===== src/rtl/tpo_pkg.sv =====
package tpo_pkg;
   localparam int ADDR_W = 4;
   localparam logic [ADDR_W-1:0] A_START    = 4'd0;
   localparam logic [ADDR_W-1:0] A_IEN      = 4'd1;
   localparam logic [ADDR_W-1:0] A_FLAG     = 4'd2;
   localparam logic [ADDR_W-1:0] A_NDER     = 4'd3;
   localparam logic [ADDR_W-1:0] A_TSEL     = 4'd4;
   localparam logic [ADDR_W-1:0] A_NDR      = 4'd5;
   localparam logic [ADDR_W-1:0] A_OUT      = 4'd6;
   localparam logic [ADDR_W-1:0] A_PER_BASE = 4'd8;
   localparam logic [ADDR_W-1:0] A_CNT_BASE = 4'd12;
   localparam int MAX_CH = 4;
endpackage


===== src/rtl/tpo_timer.sv =====
module tpo_timer #(
   parameter int CNT_W = 16
) (
   input  logic             clk,
   input  logic             rst_n,
   input  logic             run,
   input  logic [CNT_W-1:0] period,
   output logic [CNT_W-1:0] cnt,
   output logic             match
);
   if (CNT_W < 2) begin : g_bad_w
      $error("tpo_timer: CNT_W too small");
   end

   assign match = run && (cnt == period);

   always_ff @(posedge clk) begin
      if (!rst_n)      cnt <= '0;
      else if (match)  cnt <= '0;
      else if (run)    cnt <= cnt + 1'b1;
   end

   // a match returns the counter to zero
   a_r1_clear_on_match: assert property (@(posedge clk) disable iff (!rst_n)
      match |=> (cnt == '0));

   // a stopped counter holds
   a_r2_hold_stopped: assert property (@(posedge clk) disable iff (!rst_n)
      !run |=> $stable(cnt));
endmodule


===== src/rtl/tpo_trigsel.sv =====
module tpo_trigsel #(
   parameter int OUT_W = 8,
   parameter int GRP_W = 4,
   parameter int NCH   = 2,
   parameter int SEL_W = 2,
   localparam int NGRP   = OUT_W / GRP_W,
   localparam int TSEL_W = NGRP * SEL_W
) (
   input  logic              clk,
   input  logic              rst_n,
   input  logic [TSEL_W-1:0] tsel,
   input  logic [NCH-1:0]    match,
   input  logic [OUT_W-1:0]  nder,
   output logic [OUT_W-1:0]  mask
);
   logic [NGRP-1:0] grp_trig;

   for (genvar g = 0; g < NGRP; g++) begin : g_grp
      logic [SEL_W-1:0] code;
      logic             hit;
      assign code = tsel[g*SEL_W +: SEL_W];
      always_comb begin
         hit = 1'b0;
         for (int c = 0; c < NCH; c++) begin
            if (code == SEL_W'(c)) hit = match[c];
         end
      end
      assign grp_trig[g] = hit;

      // a code naming no channel never triggers the group
      a_r7_unused_code_quiet: assert property (@(posedge clk) disable iff (!rst_n)
         (32'(code) >= NCH) |-> !grp_trig[g]);
   end

   for (genvar i = 0; i < OUT_W; i++) begin : g_bit
      assign mask[i] = grp_trig[i / GRP_W] & nder[i];
   end
endmodule


===== src/rtl/tpo_outbuf.sv =====
module tpo_outbuf #(
   parameter int OUT_W = 8
) (
   input  logic             clk,
   input  logic             rst_n,
   input  logic [OUT_W-1:0] ndr,
   input  logic [OUT_W-1:0] mask,
   input  logic             wr_out,
   input  logic [OUT_W-1:0] wr_val,
   output logic [OUT_W-1:0] pins
);
   logic [OUT_W-1:0] nxt;

   always_comb begin
      nxt = wr_out ? wr_val : pins;
      nxt = (nxt & ~mask) | (ndr & mask);
   end

   always_ff @(posedge clk) begin
      if (!rst_n) pins <= '0;
      else        pins <= nxt;
   end

   // moved bits take the pending data
   a_r5_moved_bits: assert property (@(posedge clk) disable iff (!rst_n)
      (mask != '0) |=> (((pins ^ $past(ndr)) & $past(mask)) == '0));

   // without a direct write, unmoved bits hold
   a_r6_unmoved_hold: assert property (@(posedge clk) disable iff (!rst_n)
      !wr_out |=> (((pins ^ $past(pins)) & ~$past(mask)) == '0));
endmodule


===== src/rtl/tpo_unit.sv =====
module tpo_unit
   import tpo_pkg::*;
#(
   parameter int CNT_W  = 16,
   parameter int OUT_W  = 8,
   parameter int GRP_W  = 4,
   parameter int NCH    = 2,
   parameter int SEL_W  = 2,
   parameter int DATA_W = 16
) (
   input  logic              clk,
   input  logic              rst_n,
   input  logic              wr_en,
   input  logic [3:0]        addr,
   input  logic [DATA_W-1:0] wdata,
   output logic [DATA_W-1:0] rdata,
   output logic [OUT_W-1:0]  pulse_out,
   output logic [NCH-1:0]    irq
);
   localparam int NGRP   = OUT_W / GRP_W;
   localparam int TSEL_W = NGRP * SEL_W;

   if (OUT_W % GRP_W != 0) begin : g_bad_grp
      $error("tpo_unit: OUT_W must be a multiple of GRP_W");
   end
   if (NCH < 1 || NCH > MAX_CH || NCH > (1 << SEL_W)) begin : g_bad_nch
      $error("tpo_unit: NCH out of range");
   end
   if (DATA_W < CNT_W || DATA_W < OUT_W || DATA_W < TSEL_W) begin : g_bad_data
      $error("tpo_unit: DATA_W too narrow");
   end

   logic [NCH-1:0]    start_q, ien_q, flag_q, match_v, flag_keep;
   logic [OUT_W-1:0]  nder_q, ndr_q, mask;
   logic [TSEL_W-1:0] tsel_q;
   logic [CNT_W-1:0]  per_q [NCH];
   logic [CNT_W-1:0]  cnt_v [NCH];

   for (genvar c = 0; c < NCH; c++) begin : g_ch
      always_ff @(posedge clk) begin
         if (!rst_n) per_q[c] <= '1;
         else if (wr_en && addr == A_PER_BASE + 4'(c)) per_q[c] <= wdata[CNT_W-1:0];
      end
      tpo_timer #(.CNT_W(CNT_W)) u_tmr (
         .clk(clk), .rst_n(rst_n), .run(start_q[c]), .period(per_q[c]),
         .cnt(cnt_v[c]), .match(match_v[c]));
   end

   always_ff @(posedge clk) begin
      if (!rst_n) begin
         start_q <= '0;
         ien_q   <= '0;
         nder_q  <= '0;
         tsel_q  <= '0;
         ndr_q   <= '0;
      end else if (wr_en) begin
         case (addr)
            A_START: start_q <= wdata[NCH-1:0];
            A_IEN:   ien_q   <= wdata[NCH-1:0];
            A_NDER:  nder_q  <= wdata[OUT_W-1:0];
            A_TSEL:  tsel_q  <= wdata[TSEL_W-1:0];
            A_NDR:   ndr_q   <= wdata[OUT_W-1:0];
            default: ;
         endcase
      end
   end

   assign flag_keep = (wr_en && addr == A_FLAG) ? wdata[NCH-1:0] : '1;

   always_ff @(posedge clk) begin
      if (!rst_n) flag_q <= '0;
      else        flag_q <= (flag_q & flag_keep) | match_v;
   end

   assign irq = flag_q & ien_q;

   tpo_trigsel #(.OUT_W(OUT_W), .GRP_W(GRP_W), .NCH(NCH), .SEL_W(SEL_W)) u_sel (
      .clk(clk), .rst_n(rst_n), .tsel(tsel_q), .match(match_v),
      .nder(nder_q), .mask(mask));

   tpo_outbuf #(.OUT_W(OUT_W)) u_out (
      .clk(clk), .rst_n(rst_n), .ndr(ndr_q), .mask(mask),
      .wr_out(wr_en && addr == A_OUT), .wr_val(wdata[OUT_W-1:0]),
      .pins(pulse_out));

   always_comb begin
      rdata = '0;
      case (addr)
         A_START: rdata = DATA_W'(start_q);
         A_IEN:   rdata = DATA_W'(ien_q);
         A_FLAG:  rdata = DATA_W'(flag_q);
         A_NDER:  rdata = DATA_W'(nder_q);
         A_TSEL:  rdata = DATA_W'(tsel_q);
         A_NDR:   rdata = DATA_W'(ndr_q);
         A_OUT:   rdata = DATA_W'(pulse_out);
         default: begin
            for (int c = 0; c < NCH; c++) begin
               if (addr == A_PER_BASE + 4'(c)) rdata = DATA_W'(per_q[c]);
               if (addr == A_CNT_BASE + 4'(c)) rdata = DATA_W'(cnt_v[c]);
            end
         end
      endcase
   end

   // a match always leaves its flag set, clearing write or not
   a_r3_match_sets_flag: assert property (@(posedge clk) disable iff (!rst_n)
      (match_v != '0) |=> ((flag_q & $past(match_v)) == $past(match_v)));

   // flags only rise through a match
   a_r3_flag_needs_match: assert property (@(posedge clk) disable iff (!rst_n)
      ((flag_q & ~$past(flag_q)) != '0) |-> ($past(match_v) != '0));

   // no request without an enable
   a_r4_irq_gated: assert property (@(posedge clk) disable iff (!rst_n)
      ((irq & ~ien_q) == '0) && ((irq & ~flag_q) == '0));
endmodule


===== config.mk =====
export PLATFORM = sky130hd
export DESIGN_NAME = tpo_unit
export DESIGN_NICKNAME = d
export VERILOG_FILES = /design/src/rtl/tpo_pkg.sv /design/src/rtl/tpo_timer.sv /design/src/rtl/tpo_trigsel.sv /design/src/rtl/tpo_outbuf.sv /design/src/rtl/tpo_unit.sv
export SDC_FILE = /design/constraint.sdc
export NUM_CORES = 1
export LEC_CHECK = 0
export BUFFER_PORTS_ARGS = -buffer_cell sky130_fd_sc_hd__clkbuf_2
export CAP_MARGIN = 40
export CORE_ASPECT_RATIO = 0.9
export CORE_MARGIN = 10
export CORE_UTILIZATION = 25
export CTS_BUF_LIST = sky130_fd_sc_hd__clkbuf_4 sky130_fd_sc_hd__clkbuf_8
export DETAILED_ROUTE_END_ITERATION = 7
export SYNTH_ARGS = -nofsm -noshare
export SYNTH_HDL_FRONTEND = slang
export SYNTH_SLANG_ARGS = --single-unit
export TNS_END_PERCENT = 10

===== constraint.sdc =====
create_clock -name clk -period 2.55 [get_ports clk]
set_clock_uncertainty 0.1 [all_clocks]
set_input_delay 0.1275 -clock clk [delete_from_list [all_inputs] [get_ports clk]]
set_output_delay 0.1275 -clock clk [all_outputs]
set_load 0.01 [all_outputs]

==> results of run 1 <==
==> power by group <==
group	switching [W]	internal (W)
logic	0.000190	0.000124
clock network	0.000571	0.000398
registers	0.0000351	0.00165
total	0.000796	0.00217
==> registers in the layout, summed over array words and instances, names as in the netlist, named ones only <==
name / cells
flag_q: 2
g_ch.u_tmr.cnt: 32
ien_q: 2
nder_q: 8
ndr_q: 8
per_q: 32
start_q: 2
tsel_q: 4
==> synthesized netlist by cell type, types with 6 or more instances <==
| library cell | n | area (µm²) |
|---|---|---|
| nand3_1 | 24 | 120 |
| nor2_1 | 66 | 248 |
| o21ai_0 | 21 | 105 |
| a21oi_1 | 24 | 120 |
| xor2_1 | 24 | 210 |
| edfxtp_1 | 32 | 961 |
| clkbuf_1 | 24 | 90.1 |
| nand2_1 | 61 | 229 |
| nand4_1 | 12 | 75.1 |
| inv_1 | 20 | 75.1 |
| dfxtp_1 | 66 | 1320 |
| a22oi_1 | 19 | 143 |
| xnor2_1 | 28 | 245 |
| and3_1 | 10 | 62.6 |
| a211oi_1 | 18 | 135 |
| mux2i_1 | 27 | 270 |
| nand2b_1 | 36 | 225 |
| nor2b_1 | 6 | 37.5 |
==> worst paths after layout <==
check                                     start                endpoint  slack, ps
max          g_ch[0].u_tmr.cnt[12]$_SDFFE_PP0P_                    flop        340
min                                    wdata[1]  nder_q[1]$_SDFFE_PN0P_         50
max reg2reg  g_ch[0].u_tmr.cnt[12]$_SDFFE_PP0P_                    flop        340
min reg2reg               ien_q[1]$_SDFFE_PN0P_   ien_q[1]$_SDFFE_PN0P_        390
==> final cells by class <==
cell class | instances | area (µm²)
Clock inverter | 5 | 35.0
Clock buffer | 11 | 145
Timing Repair Buffer | 94 | 633
Sequential cell | 98 | 2280
Multi-Input combinational cell | 436 | 2770
Fill cell | 2255 | 14500
Inverter | 23 | 86.3
Tap cell | 286 | 358
==> through the flow <==
stage	hold slack (ps)	cells	worst slack, ps	area (µm²)	utilization, %
6_report	51.8	953	337	6310	30.4
5_1_grt	63.6	953	206	6310	30.4
4_1_cts	44.5	953	359	6310	30.4
3_5_place_dp	313	923	380	5990	28.8
3_3_place_gp	315	923	416	5990	28.8
2_1_floorplan	175	591	676	5280	-
==> placed cells by master (no fill, tap or decap), drive strengths merged, types with 3 or more instances in the layout <==
cell / synthesis / final
mux2i: 27 / 27
xnor2: 28 / 28
a22oi: 19 / 19
and4b: 3 / 3
a21oi: 24 / 24
and2: 4 / 4
nand3: 24 / 24
nand2b: 36 / 36
xor2: 24 / 24
nand2: 61 / 61
dlygate4sd3: 0 / 14
nand3b: 4 / 4
a222oi: 5 / 5
clkbuf: 25 / 59
nor3: 5 / 5
and3: 11 / 11
and4: 5 / 5
edfxtp: 32 / 32
buf: 9 / 32
nand4: 12 / 12
a221oi: 4 / 4
inv: 22 / 25
nor2: 67 / 67
nor4: 3 / 3
clkinv: 1 / 3
nor2b: 6 / 6
a211oi: 18 / 18
dfxtp: 66 / 66
a22o: 4 / 4
o21ai: 21 / 21
==> tightest hold or removal path, delay by kind of cell <==
kind,cells,cell delay (ps)
AND/OR/NAND/NOR,1,110
AO/OA/AOI/OAI,1,50
buffers and inverters,1,190
==> layer usage <==
layer	vias to the layer above	wire, µm
met2	182	7240
met5	-	0
li1	2223	-
met4	0	348
met3	27	966
met1	2216	7950
==> what timing repair did <==
action | in CTS | in global routing
buffers inserted | 0 | 0
hold buffers | 14 | 0
endpoints found under the hold margin | 23 | 0
resized for setup | 0 | 0
==> logic make-up (layout without fill, tap and decap cells) <==
kind of cell               Yosys count  count (layout)  share of synthesized area (%)
and+or+nand+nor                    247             247                           23.6
muxes                               30              30                           6.18
xor gates and xnor gates            52              52                           8.62
DFF                                 98              98                           43.2
AOI/OAI and AO/OA                  105             105                           13.6
buffers and inverters               57             133                           4.33
adders and majority gates            2               2                          0.474
==> flow_metrics.py, run 1 <==
metrics = {
    "status": {
        "status": "finished clean",
    },
    "sta": {
        "hold_viol_final": 0,
        "fmax_ghz": 0.452,
        "fin_crit_ps": 2210,
        "rsz0062_at_grt": "no",
        "period_share_pct": 86.8,
        "tightest_slew_ps": 753,
        "drv_slew": 0,
        "fin_setup_tns_ps": 0,
        "setup_violations": 0,
        "max_slew_margin_pct": 49.6,
    },
    "drt": {
        "vias": 4648,
        "drc_errors": 0,
        "vias_per_cell": 4.88,
        "first_pass_iters": 6,
        "drt-initial-drc-count": 457,
        "drt-total-wl_um": 16500,
        "post_drt_wl_per_cell_um": 17.3,
        "ant_nets": 0,
    },
    "critical_path": {
        "worst_path_max_delay_cell": "nor4b_4",
        "worstPathArrival_ps": 2360,
        "worstRegToRegCells": 6,
        "critPathMostFrequentCell": "a211oi_1",
        "slowest_delay_ps": 480,
        "cp.required_ps": 2690,
        "worst_setup_path_start_kind": "flop",
        "critical_path.max_fanout": 5,
        "path_delay_family": "simple AND/OR/NAND/NOR gates",
        "crit_type": "flop to flop",
        "end_kind": "flop",
        "cp_num_buf_inv": 0,
        "worstPathCellList": "xnor2_1 -> o221ai_1 -> nor4b_4 -> nand4_1 -> a211oi_1 -> a211oi_1",
        "worst-path-stages": 6,
    },
    "floorplan": {
        "dieArea_um2": 27400,
        "core_um2": 20800,
        "io-pin-count": 49,
        "row_count": 50,
        "die_w_um": 173,
        "dieHeight_um": 158,
        "start_util_pct": 25.4,
    },
    "synth": {
        "synth_area_um2": 5280,
        "syn_nets": 616,
        "yosysSeqAreaShare_pct": 43.2,
        "netlist-cell-type-count": 50,
        "netlist_instances": 591,
        "synth-main-ff-cell": "dfxtp_1",
        "synth-warning-count": 0,
        "synth_area_per_cell_um2": 8.94,
        "ys_ff_latch": 98,
        "synth-edff-count": 32,
        "ys_async_sr_fraction_pct": 0,
    },
    "layout": {
        "drive_above_1_share_pct": 16.2,
        "antenna_cells": 0,
        "nets": 687,
        "area_delta_synth_final_pct": 19.5,
    },
    "cts": {
        "cts.htree.levels": 3,
        "cts_sinks": 98,
        "clockRootBuffer": "clkbuf_8",
        "clock_latency_ps": 380,
        "cts_tree": "done",
        "cts-buffers-inserted": 9,
        "clkSlewWorstSetupHoldPaths_ps": 100,
        "clock_path_buffers": 2,
    },
    "global_routing": {
        "antenna_found_initial": 0,
        "grt_use_met2_pct": 18.1,
        "grt_pass1_vias": 4421,
        "grt_start_max_net_pins": 20,
        "grt_use_met3_pct": 2.57,
        "grt_pass1_wl_um": 26000,
        "gr-total-overflow": 0,
        "met1_usage_pct": 16.8,
        "grt_busiest_layer": "met2",
        "track_usage_pct": 12.0,
    },
    "place": {
        "place_hpwl_um": 12700,
        "place.gp.congestion": 0.937,
        "numPortBuffers": 48,
    },
    "power": {
        "p_leak_nw": 2.24,
        "power.density_nw_per_um2": 470,
        "ir_worst_vdd_mv": 0.222,
        "power_w": 0.00297,
    },
    "min_path": {
        "hold_path_class": "input pin to flop",
        "holdPathStages": 3,
    },
    "run": {
        "cap_violations": 0,
    },
}
Note: power is estimated with default switching activity, not from simulation.
==> inputs of run 2 (changes only) <==
Settings changed: CORE_MARGIN 10 to 2, CORE_UTILIZATION 25 to 55, PLACE_DENSITY set to 0.75.
==> flow_metrics.py, run 2 (synthesis gave the netlist of run 1 again) <==
metrics = {
    "layout": {
        "final_cell_mix": "nor2_1 (66), dfxtp_1 (66), nand2_1 (61)",
        "reg_top3": "g_ch.u_tmr.cnt x32, per_q x32",
        "area_delta_synth_final_pct": 15.0,
        "nets": 682,
        "fin_util_pct": 66.0,
        "antenna_cells": 0,
        "stdcell_count": 784,
        "fin_area_um2": 6080,
        "drive_above_1_share_pct": 15.6,
    },
    "power": {
        "power.density_nw_per_um2": 496,
        "netSwitchingFraction_pct": 25.1,
        "power.clock.fraction_pct": 34.3,
        "power.switching_w": 0.000757,
        "combPwrFrac_pct": 10.0,
        "seq_power_share_pct": 55.7,
        "ir_worst_vdd_mv": 0.450,
        "p_int_w": 0.00226,
        "p_leak_nw": 2.22,
    },
    "critical_path": {
        "worst_setup_path_start_kind": "flop",
        "cp.required_ps": 2700,
        "worstPathCellList": "xor2_1 -> nor3_1 -> nand4_1 -> a211oi_1 -> a211oi_1",
        "crit_type": "flop to flop",
        "rrSetupSlack_ps": 330,
        "worst_path_max_delay_cell": "nor3_1",
        "slowest_delay_ps": 570,
        "worstPathArrival_ps": 2370,
        "rr_startpoint": "per_q[0][3]$_SDFFCE_PN1P_",
        "end_kind": "flop",
        "critPathMostFrequentCell": "a211oi_1",
        "worstRegToRegCells": 5,
        "critical_path.max_fanout": 5,
    },
    "min_path": {
        "holdPathStages": 3,
        "hp-start": "wdata[0]",
        "hold_path_class": "input pin to flop",
        "min_delay_worst_endpoint": "nder_q[0]$_SDFFE_PN0P_",
    },
    "sta": {
        "period_share_pct": 87.1,
        "fmax_ghz": 0.450,
        "fin_setup_tns_ps": 0,
        "setup_slack_ps": 330,
        "max_slew_margin_pct": 55.2,
        "hold_viol_final": 0,
        "setup_violations": 0,
        "rsz0062_at_grt": "no",
        "fin_crit_ps": 2220,
        "tightest_slew_ps": 667,
        "drv_slew": 0,
    },
    "drt": {
        "vias_per_cell": 6.11,
        "vias": 4790,
        "post_drt_wl_per_cell_um": 19.1,
        "drt-total-wl_um": 15000,
        "drc_errors": 0,
        "first_pass_iters": 5,
        "drt-initial-drc-count": 523,
        "ant_nets": 0,
    },
    "place": {
        "dp.cells": 754,
        "dp_slack_ps": 384,
        "place_hpwl_um": 10800,
        "place.gp.congestion": 0.896,
        "numPortBuffers": 48,
        "placed_area_um2": 5740,
    },
    "global_routing": {
        "grt_pass1_vias": 4535,
        "track_usage_pct": 29.8,
        "grt_start_max_net_pins": 35,
        "antenna_found_initial": 0,
        "gr-total-overflow": 0,
        "grt_pass1_wl_um": 23900,
    },
    "cts": {
        "cts_sinks": 98,
        "cts_setup_buffers": 0,
        "ctsResizeCount": 0,
        "clock_path_buffers": 2,
        "cts-buffers-inserted": 9,
        "cts_tree": "done",
        "clockRootBuffer": "clkbuf_8",
        "clkSlewWorstSetupHoldPaths_ps": 100,
        "cts.htree.levels": 3,
        "clock_latency_ps": 380,
    },
    "floorplan": {
        "dieHeight_um": 97.0,
        "start_util_pct": 57.4,
        "dieArea_um2": 10400,
        "row_count": 33,
        "core_um2": 9210,
        "die_w_um": 107,
        "io-pin-count": 49,
    },
    "run": {
        "cap_violations": 0,
    },
    "status": {
        "status": "finished clean",
    },
}
-- run 2: layer usage --
layer	vias up	GRT usage, %	wire, µm
met5	-	0	0
met4	0	10.2	403
met3	37	7.48	1470
met2	250	44.8	6760
met1	2281	41.9	6350
li1	2222	-	-
-- run 2: area by class of cell --
cell class	instances	area, µm²
inverter	23	86.3
timing repair buffer	89	583
tap	122	153
sequential	98	2280
clock inverter	4	52.6
clock buffer	12	146
multi-input combinational	436	2770
fill	784	3130
-- run 2: power groups by stage --
stage | logic, W | registers (W) | clock network [W]
final | 0.000301 | 0.00168 | 0.00104
after CTS | 0.000293 | 0.00168 | 0.00105
after global routing | 0.000324 | 0.00168 | 0.00112
after global placement | 0.000274 | 0.00171 | 0
after floorplan | 0.000173 | 0.00170 | 0
after detailed placement | 0.000276 | 0.00171 | 0
-- run 2: through the flow --
stage	hold slack (ps)	total power, W
2_1_floorplan	175	0.00188
3_3_place_gp	312	0.00199
3_5_place_dp	304	0.00199
4_1_cts	0.841	0.00302
5_1_grt	76.6	0.00313
6_report	64.6	0.00302
-- run 2: worst max-delay path by stage --
stage | startpoint | to | slack, ps
2_1_floorplan | addr[0] | per_q[1][0]$_SDFFCE_PN1P_ | 680
3_3_place_gp | per_q[0][1]$_SDFFCE_PN1P_ | flop | 460
3_5_place_dp | per_q[0][1]$_SDFFCE_PN1P_ | flop | 380
4_1_cts | per_q[0][1]$_SDFFCE_PN1P_ | flop | 350
5_1_grt | g_ch[0].u_tmr.cnt[13]$_SDFFE_PP0P_ | flop | 250
6_report | per_q[0][3]$_SDFFCE_PN1P_ | flop | 330
-- run 2: repair_timing --
item / CTS / global route
endpoints found under the hold margin: 20 / 1
hold buffers: 13 / 1
setup endpoints to repair: 0 / 0
-- run 2: worst max-delay path, delay by kind of cell, from the launching register on --
family | cells | cell delay, ps
xor+xnor | 1 | 180
flops | 1 | 430
simple gates | 2 | 940
compound gates | 2 | 450
